==> src/rtl/bitsweep_pkg.sv <==
package bitsweep_pkg;

    parameter int unsigned DFLT_DATA_W = 32;
    parameter int unsigned DFLT_IDX_W  = 8;

    typedef enum logic [2:0] {
        ST_IDLE  = 3'd0,
        ST_LOAD  = 3'd1,
        ST_CLEAR = 3'd2,
        ST_WRITE = 3'd3,
        ST_NEXT  = 3'd4
    } sweep_state_e;

    typedef struct packed {
        logic load;
        logic step;
    } clr_cmd_t;

    function automatic int unsigned cnt_width(input int unsigned data_w);
        return $clog2(data_w + 1);
    endfunction

endpackage

==> src/rtl/bitsweep_clr_unit.sv <==
module bitsweep_clr_unit
    import bitsweep_pkg::*;
#(
    parameter int unsigned DATA_W = DFLT_DATA_W,
    parameter int unsigned IDX_W  = DFLT_IDX_W,
    localparam int unsigned CNT_W = cnt_width(DATA_W)
) (
    input  logic              clk,
    input  logic              rst,
    input  clr_cmd_t          cmd,
    input  logic [IDX_W-1:0]  seed_idx,
    output logic [DATA_W-1:0] work_o,
    output logic [CNT_W-1:0]  cnt_o,
    output logic              work_zero
);

    logic [DATA_W-1:0] work_q;
    logic [CNT_W-1:0]  cnt_q;

    assign work_zero = (work_q == '0);
    assign work_o    = work_q;
    assign cnt_o     = cnt_q;

    always_ff @(posedge clk) begin
        if (rst) begin
            work_q <= '0;
            cnt_q  <= '0;
        end else if (cmd.load) begin
            work_q <= DATA_W'(seed_idx);
            cnt_q  <= '0;
        end else if (cmd.step && !work_zero) begin
            work_q <= work_q & (work_q - 1'b1);
            cnt_q  <= cnt_q + 1'b1;
        end
    end

    // one clearing step removes exactly one set bit
    p_step_drops_one_bit_r6: assert property (@(posedge clk) disable iff (rst)
        (cmd.step && !cmd.load && !work_zero) |=>
            ($countones(work_q) + 1 == $countones($past(work_q))))
        else $error("clearing step did not drop exactly one bit");

    // an empty register freezes the count
    p_zero_freezes_count_r5: assert property (@(posedge clk) disable iff (rst)
        (cmd.step && !cmd.load && work_zero) |=> $stable(cnt_q))
        else $error("count moved on a zero working value");

endmodule

==> src/rtl/bitsweep_ctrl.sv <==
module bitsweep_ctrl
    import bitsweep_pkg::*;
#(
    parameter int unsigned IDX_W = DFLT_IDX_W
) (
    input  logic             clk,
    input  logic             rst,
    input  logic             start_i,
    input  logic [IDX_W-1:0] bound_i,
    input  logic             work_zero,
    output clr_cmd_t         cmd,
    output logic [IDX_W-1:0] idx_o,
    output logic             wr_en_o,
    output logic             done_o,
    output sweep_state_e     state_o
);

    sweep_state_e     state_q, state_d;
    logic [IDX_W-1:0] idx_q;
    logic [IDX_W-1:0] bound_q;
    logic             done_q;
    logic             at_last;

    assign at_last = (idx_q == bound_q);

    always_comb begin
        state_d = state_q;
        unique case (state_q)
            ST_IDLE:  if (start_i) state_d = ST_LOAD;
            ST_LOAD:  state_d = ST_CLEAR;
            ST_CLEAR: if (work_zero) state_d = ST_WRITE;
            ST_WRITE: state_d = ST_NEXT;
            ST_NEXT:  state_d = at_last ? ST_IDLE : ST_LOAD;
            default:  state_d = ST_IDLE;
        endcase
    end

    always_ff @(posedge clk) begin
        if (rst) begin
            state_q <= ST_IDLE;
            idx_q   <= '0;
            bound_q <= '0;
            done_q  <= 1'b0;
        end else begin
            state_q <= state_d;
            done_q  <= (state_q == ST_NEXT) && at_last;
            if (state_q == ST_IDLE && start_i) begin
                bound_q <= bound_i;
                idx_q   <= '0;
            end else if (state_q == ST_NEXT && !at_last) begin
                idx_q <= idx_q + 1'b1;
            end
        end
    end

    assign cmd.load = (state_q == ST_LOAD);
    assign cmd.step = (state_q == ST_CLEAR);
    assign idx_o    = idx_q;
    assign wr_en_o  = (state_q == ST_WRITE);
    assign done_o   = done_q;
    assign state_o  = state_q;

    p_idle_quiet_r1: assert property (@(posedge clk) disable iff (rst)
        (state_q == ST_IDLE) |-> !wr_en_o)
        else $error("write strobe while idle");

    p_bound_held_r3: assert property (@(posedge clk) disable iff (rst)
        (state_q != ST_IDLE && $past(state_q) != ST_IDLE) |-> $stable(bound_q))
        else $error("captured bound changed during a sweep");

    p_addr_in_range_r4: assert property (@(posedge clk) disable iff (rst)
        wr_en_o |-> (idx_q <= bound_q))
        else $error("write beyond the bound");

    p_strobe_single_r4: assert property (@(posedge clk) disable iff (rst)
        wr_en_o |=> !wr_en_o)
        else $error("write strobe longer than one cycle");

    p_done_single_r7: assert property (@(posedge clk) disable iff (rst)
        done_o |=> !done_o)
        else $error("done longer than one cycle");

    p_done_follows_last_r7: assert property (@(posedge clk) disable iff (rst)
        done_o |-> ($past(wr_en_o, 2) && $past(idx_q, 2) == bound_q))
        else $error("done without a final write two cycles earlier");

endmodule

==> src/rtl/bitsweep_popcnt.sv <==
module bitsweep_popcnt
    import bitsweep_pkg::*;
#(
    parameter int unsigned DATA_W = DFLT_DATA_W,
    parameter int unsigned IDX_W  = DFLT_IDX_W
) (
    input  logic              clk,
    input  logic              rst,
    input  logic              start_i,
    input  logic [IDX_W-1:0]  sweep_bound,
    output logic              done_o,
    output logic              wr_en_o,
    output logic [IDX_W-1:0]  wr_addr_o,
    output logic [DATA_W-1:0] wr_data_o
);

    localparam int unsigned CNT_W = cnt_width(DATA_W);

    clr_cmd_t          cmd;
    logic              work_zero;
    logic [IDX_W-1:0]  idx;
    logic [DATA_W-1:0] work;
    logic [CNT_W-1:0]  cnt;
    sweep_state_e      state;

    bitsweep_ctrl #(
        .IDX_W (IDX_W)
    ) u_ctrl (
        .clk       (clk),
        .rst       (rst),
        .start_i   (start_i),
        .bound_i   (sweep_bound),
        .work_zero (work_zero),
        .cmd       (cmd),
        .idx_o     (idx),
        .wr_en_o   (wr_en_o),
        .done_o    (done_o),
        .state_o   (state)
    );

    bitsweep_clr_unit #(
        .DATA_W (DATA_W),
        .IDX_W  (IDX_W)
    ) u_clr (
        .clk       (clk),
        .rst       (rst),
        .cmd       (cmd),
        .seed_idx  (idx),
        .work_o    (work),
        .cnt_o     (cnt),
        .work_zero (work_zero)
    );

    assign wr_addr_o = idx;
    assign wr_data_o = DATA_W'(cnt);

    // steps taken plus bits left always equal the ones of the index
    p_count_tracks_bits_r5: assert property (@(posedge clk) disable iff (rst)
        (state == ST_CLEAR) |-> (int'(cnt) + $countones(work) == $countones(idx)))
        else $error("count plus remaining bits differs from index ones");

    p_written_value_r5: assert property (@(posedge clk) disable iff (rst)
        wr_en_o |-> (wr_data_o == DATA_W'($countones(wr_addr_o))))
        else $error("written count is not the ones of the address");

endmodule

==> config.mk <==
export PLATFORM = sky130hd
export DESIGN_NAME = bitsweep_popcnt
export DESIGN_NICKNAME = d
export VERILOG_FILES = /design/src/rtl/bitsweep_pkg.sv /design/src/rtl/bitsweep_clr_unit.sv /design/src/rtl/bitsweep_ctrl.sv /design/src/rtl/bitsweep_popcnt.sv
export SDC_FILE = /design/constraint.sdc
export NUM_CORES = 1
export LEC_CHECK = 0
export ABC_CLOCK_PERIOD_IN_PS = 2350
export BUFFER_PORTS_ARGS = -buffer_cell sky130_fd_sc_hd__buf_2
export CAP_MARGIN = 40
export CORE_ASPECT_RATIO = 1.1
export CORE_MARGIN = 3
export CORE_UTILIZATION = 33
export DETAILED_ROUTE_END_ITERATION = 12
export GPL_ROUTABILITY_DRIVEN = 0
export PLACE_DENSITY = 0.52
export SLEW_MARGIN = 20
export SYNTH_ARGS = -nofsm -noshare
export SYNTH_HDL_FRONTEND = slang
export SYNTH_SLANG_ARGS = --single-unit
export TNS_END_PERCENT = 5
==> constraint.sdc <==
create_clock -name clk -period 2.35 [get_ports clk]
set_input_delay 0.235 -clock clk [delete_from_list [all_inputs] [get_ports clk]]
set_output_delay 0.235 -clock clk [all_outputs]
set_load 0.02 [all_outputs]
== Yosys cells after proc, flatten, opt, wreduce, memory -nomap -nowiden ==
Cells that the tools add are included.

* Bitwise gates (word level): 1
* Add/subtract/negate cells: 3
* Multiplexer cells: 6
* Shift operators: 0
* Order comparisons: 0
* Multiply operators: 0
* Reductions and logical operators: 12
* Divide/modulo/power cells: 0
* Equal/unequal tests: 7

{| class="wikitable"
|+ Operators with widths
! cell !! count
|-
| $and 32x32->32 || 1
|-
| $logic_not 32->1 || 1
|-
| $sub 32x1->32 const B || 1
|-
| $mux 8 || 2
|-
| $pmux 3 s5 || 1
|-
| $add 8x1->8 const B || 1
|-
| $eq 8x8->1 || 1
|-
| $add 6x1->6 const B || 1
|-
| $eq 3x2->1 const B || 2
|-
| $mux 3 || 2
|-
| $logic_and 1x1->1 || 4
|-
| $ne 2x2->1 const B || 2
|-
| $reduce_or 2->1 || 2
|-
| $eq 3x1->1 const B || 1
|-
| $eq 3x3->1 const B || 1
|-
| $logic_not 3->1 || 1
|-
| $logic_not 1->1 || 2
|-
| $reduce_and 2->1 || 1
|-
| $reduce_bool 2->1 || 1
|-
| $mux 1 || 1
|}

* Bits of input ports: 11
* Logic and storage cells: 36
* Bits in latches: 0
* Bits in writable memories: 0
* Output and inout bits: 42
* Bits in registers: 58
* Bits in read-only memories: 0
* Memories kept: 0

== Logic depth before layout (Yosys ltp) ==
* Word-level depth: 5
* Mapped depth: 7
* Depth with buffers taken out: 5

== By module ==
Synthesis repeated with hierarchy kept, for this count alone.

* Cells, all modules: 313
* Area, all modules: 2,787.7 µm²

{| class="wikitable"
|+ By module, submodules not included
! module !! times used !! cells each !! sequential area each (µm²) !! area each (µm²)
|-
| bitsweep_clr_unit || 1 || 166 || 760.7 || 1,540.2
|-
| bitsweep_ctrl || 1 || 120 || 400.4 || 1,048.5
|-
| bitsweep_popcnt || 1 || 27 || 0.0 || 198.9
|}

== Worst setup path before layout ==
OpenSTA, ideal clock, no wires.

* Path kind: register to register
* Start: register u_ctrl.idx_q[0] (netlist: u_ctrl.idx_o[0])
* End: register u_ctrl.idx_q[1] (netlist: u_ctrl.idx_o[1])
* Arrival: 1,781 ps
* Buffers on the path: 2
* Setup slack: 446 ps
* Clock period less this slack: 1,904 ps
* Stages on the path, launching flop included: 8
* Data required time: 2,227 ps
* Library setup time: 123 ps
* Cell sequence: dfxtp_1 clkbuf_1 xor2_1 nor4_1 a21o_1 buf_2 mux2i_1 nor2_1

* Cells in the longest elaborated chain, start to end: 3
* Elaborated cells on any way between the ends: 4
* Those cells by class: add/sub: 1; eq/ne: 1; reduce/logical: 2

{| class="wikitable"
|+ Ends and longest elaborated chain
! element !! RTL line !! text
|-
| start: declaration || bitsweep_ctrl.sv:19 || <nowiki>logic [IDX_W-1:0] idx_q;</nowiki>
|-
| start signal: assignment || bitsweep_ctrl.sv:51 || <nowiki>idx_q <= idx_q + 1'b1;</nowiki>
|-
| branches (longest 3 deep; another with $add 8x1->8) || n/a ||
|}

Parallel ways; which one is timed is not known.
A chain may end at the register's enable or synchronous reset.

== Worst setup path after layout ==
* Start: register u_ctrl.state_q[1] (netlist: u_ctrl.state_o[1])
* End: register u_clr.cnt_q[5] (netlist: u_clr.cnt_o[5])

* Cells in the longest elaborated chain, start to end: 2
* Elaborated cells on any way between the ends: 4
* Those cells by class: eq/ne: 2; reduce/logical: 2

{| class="wikitable"
|+ Ends and longest elaborated chain
! element !! RTL line !! text
|-
| start: declaration || bitsweep_ctrl.sv:18 || <nowiki>sweep_state_e state_q, state_d;</nowiki>
|-
| start signal: assignment || bitsweep_ctrl.sv:45 || <nowiki>state_q <= state_d;</nowiki>
|-
| $eq 3x1->1 or $eq 3x2->1 (tied branches) || bitsweep_ctrl.sv:56, bitsweep_ctrl.sv:57 ||
|-
| $reduce_or 2->1 (no line) or $logic_and 1x1->1 (tied branches) || n/a ||
|-
| end signal: assignment || bitsweep_clr_unit.sv:33 || <nowiki>cnt_q <= cnt_q + 1'b1;</nowiki>
|-
| end: declaration || bitsweep_clr_unit.sv:18 || <nowiki>logic [CNT_W-1:0] cnt_q;</nowiki>
|}

Parallel ways exist; a longest one is shown, timed or not.

==> metrics.md <==
| Metric | Value |
|---|---|
| Fin crit period | 2.08 ns |
| Hold buffer count at CTS | 0 |
| Antenna violations before repair | 0 |
| YS warnings | 0 |
| Power per Cell Area | 677 nW/um2 |
| Netlist cell types | 50 |
| Crit end category | flop |
| Reg-to-Reg Start | u_ctrl.state_o[1]$_SDFFE_PP0P_ |
| Filler Cells Inserted | 857 |
| Post-Synthesis Cell Area | between 2000 and 3000 um2 |
| H-tree depth | 3 |
| Worst slew pin tran | 0.523 ns |
| Leak Pwr | approximately 1.3 nW |
| Count leader, synth | dfxtp_1 |
| First-pass GRT wire length | around 10 mm |
| Crit-path max cell delay | around 0.52 ns |
| Sequential fraction of the synthesis area | 0.421 |
| Crit path from | u_ctrl.state_o[1]$_SDFFE_PP0P_ |
| Met1 Wirelength | 2.58 mm |
| Fmax | just under 500 MHz |
| Cell internal pwr | 0.00155 W |
| Via density | 4.81 |
| Final wirelength | 5.90 mm |
| Status | finished, final reports clean |
| Clock Tree Buf Depth | 2 |
| Area share of the largest cell type after synthesis | 0.421 |
| Reg clk slew, reported paths | 0.06 ns |
| Top sig layer | met4 |
| Period utilization | 0.886 |
| Stages on worst setup path | 5 |
| Resized cells post-CTS | 0 |
| WP buf/inv | 0 |
| Post-synth top cells | dfxtp_1 (58), nand2_1 (55), a21oi_1 (28), buf_4 (28), nor2_1 (18) |
| Sw Ratio | 0.264 |
| Worst-path cell with the longest stage delay | dfxtp_1 |
| # nets final | 362 |
| CP Launch Type | flop |
| Final Hold Violating Endpoints | 0 |
| Total CTS buffers | 9 |
| Slew headroom | 0.651 |
| DR WL/cell | 12.8 um |
| Hold crit path type | input pin to flop |
| Largest net degree at the start of global routing | 26 |
| Worst hold margin | 0.127 ns |
| I/O Buffers | 26 |
| Post-CTS setup repair buffer count | 0 |
| Multi-input gate area | 1410 um2 |
| Share of synthesized flip-flops with an asynchronous set or reset | 0 |
| CP Max Fanout | 10 |
| Sw power | roughly 0.00056 W |
| 1st-pass router iterations | 4 |
| Max VDD drop | 0.000370 V |
| CP required | 2.62 ns |
| Crit Path Class | flop to flop |
| Setup TNS | 0 ns |
| R2R setup slack | 0.27 ns |
| Gr usage total | 0.133 |
| Max-cap check violation count | 0 |
| Share of cells above drive strength 1 | 0.192 |
| Combinational share of power | 0.098 |
| CTS tree | built |
| DP Wirelength | 4.21 mm |
| Root buf cell | clkbuf_8 |
| Die height | 102 um |
| Final setup fails | 0 |
| Met2 wire len | 2.98 mm |
| Synth area leaders | dfxtp_1 (42%), buf_4 (7.6%), nand2_1 (7.5%) |
| Sequential share of power | 0.484 |
| Clk_skew | 0.00872 ns |
| Cell Chain, Critical Path | nor3b_1, nand4_1, or2_2, or3_1, a21oi_1 |
| Crit path capture | u_clr.cnt_o[5]$_SDFFE_PP0P_ |
| Syn_area_per_cell | 8.66 um2 |
| Antenna viol nets, final | 0 |
| Number of synthesized flops with an enable pin | 0 |
| DIE AREA | 9480 um2 |
| IO Count | 53 |
| Critical path arrival | between 2 and 2.5 ns |
| Unrepaired setup endpoints after global routing | no |
| Routed via count | 2223 |
| Final-report max-slew violation count | 0 |
| Most used DFF post-synth | dfxtp_1 |
| FF/Latch Area | 1160 um2 |
| Core area | 8000 um2 |
| GRT overflow | 0 |
| CP delay by family, top | simple AND/OR/NAND/NOR gates |
| Synthesized instance count | 318 |
| Clk_lat worst skew | between 0.3 and 0.4 ns |
| Vias in the first global route | 2122 |
| Area growth, synth to finish | 12.9% |
| # diodes | 0 |
| R2R depth | 5 |
| Sink Count | 58 |
| Initial Util | 0.344 |
| Cell Rows | 34 |
| Routed met3 length | 289 um |
| Flops & latches, synth | between 50 and 60 |
| Clock Power Share | 0.419 |
| FF-to-FF End | u_clr.cnt_o[5]$_SDFFE_PP0P_ |
| DRC | 0 |
| Post-synth top area cell | dfxtp_1 |
| Chip Width | approximately 93 um |
| DRT iter0 DRCs | 76 |
state kept, by name (all words and copies together), names as in the netlist:
register        count
u_ctrl.idx_o        8
u_clr.cnt_o         6
u_ctrl.bound_q      8
u_clr.work_o       32
u_ctrl.state_o      3
u_ctrl.done_o       1
logic make-up (layout without fill, tap and decap cells):
group	Yosys count	after routing	synth area share
multiplexers	2	2	0.00727
other	1	26	0.00136
XOR/XNOR	11	11	0.0350
adder cells (fa/ha/maj)	2	2	0.00908
AO/OA/AOI/OAI	58	58	0.140
buffers and inverters	45	56	0.101
flip-flops	58	58	0.421
AND/OR/NAND/NOR	141	141	0.285
worst min-delay path by stage:
stage                                           endpoint  depth (start not counted)                          start  slack [ns]
final                     u_ctrl.bound_q[4]$_SDFFE_PP0P_                          3                 sweep_bound[4]        0.13
after global routing      u_ctrl.bound_q[0]$_SDFFE_PP0P_                          3                 sweep_bound[0]        0.14
after CTS                 u_ctrl.bound_q[5]$_SDFFE_PP0P_                          3                 sweep_bound[5]        0.11
after detailed placement   u_clr.work_o[25]$_SDFFE_PP0P_                          2  u_clr.work_o[25]$_SDFFE_PP0P_        0.43
after global placement     u_clr.work_o[25]$_SDFFE_PP0P_                          2  u_clr.work_o[25]$_SDFFE_PP0P_        0.43
after floorplan           u_ctrl.bound_q[0]$_SDFFE_PP0P_                          2                 sweep_bound[0]        0.37
cell usage in the layout, fill, tap and decap left out, types with 2 or more instances in the layout:
cell,n
dfxtp_1,58
conb_1,26
nor4_2,5
buf_2,26
nor4_1,3
nand4b_1,2
or4_1,4
o211ai_1,5
xor2_1,9
o211a_1,3
ha_1,2
o311a_1,2
or3_1,7
mux2i_1,2
or3_4,2
buf_4,10
o21ai_1,5
xnor2_1,2
o21ai_0,2
nor3_1,10
clkbuf_1,2
clkinvlp_4,2
nand3_1,3
a21oi_1,28
clkbuf_8,9
a31oi_1,5
clkinv_2,2
nand2_1,55
a221oi_2,4
a211oi_1,2
nand4_1,6
and3_1,8
and2_1,2
and3b_1,2
nor2_1,18
inv_1,4
layer usage:
layer	up-vias	track usage
met5	-	0
met4	0	0.0406
met3	5	0.0515
met2	47	0.221
met1	1038	0.161
li1	1133	-
power by group through the flow:
| stage | Combinational, W | Clock, W | Sequential [W] |
|---|---|---|---|
| finish | 0.000206 | 0.000882 | 0.00102 |
| global route | 0.000232 | 0.000959 | 0.00102 |
| CTS | 0.000208 | 0.000911 | 0.00102 |
| detailed placement | 0.000207 | 0 | 0.00104 |
| global placement | 0.000206 | 0 | 0.00104 |
| floorplan | 0.000193 | 0 | 0.00103 |
tightest hold or removal path, stage by stage:
cell	delay, ns
buf_2	0.09
nand2_1	0.04
a21oi_1	0.05
stage by stage:
stage	instances	total power (W)	util	area (um2)	setup WS (ns)
floorplan	343	0.00122	-	2850	0.446
global placement	446	0.00125	0.366	2930	0.310
detailed placement	446	0.00125	0.366	2930	0.284
CTS	462	0.00214	0.389	3110	0.258
global route	462	0.00221	0.389	3110	0.163
finish	462	0.00211	0.389	3110	0.268
layout make-up:
cell class	instances	share of cell area
Clock buffer	11	0.0422
Clock inverter	5	0.0177
Inverter	4	0.00483
Multi-Input combinational cell	240	0.453
Sequential cell	58	0.373
Tap cell	108	0.0434
Timing Repair Buffer	36	0.0659
No activity file was read; power rests on OpenSTA's default activity.
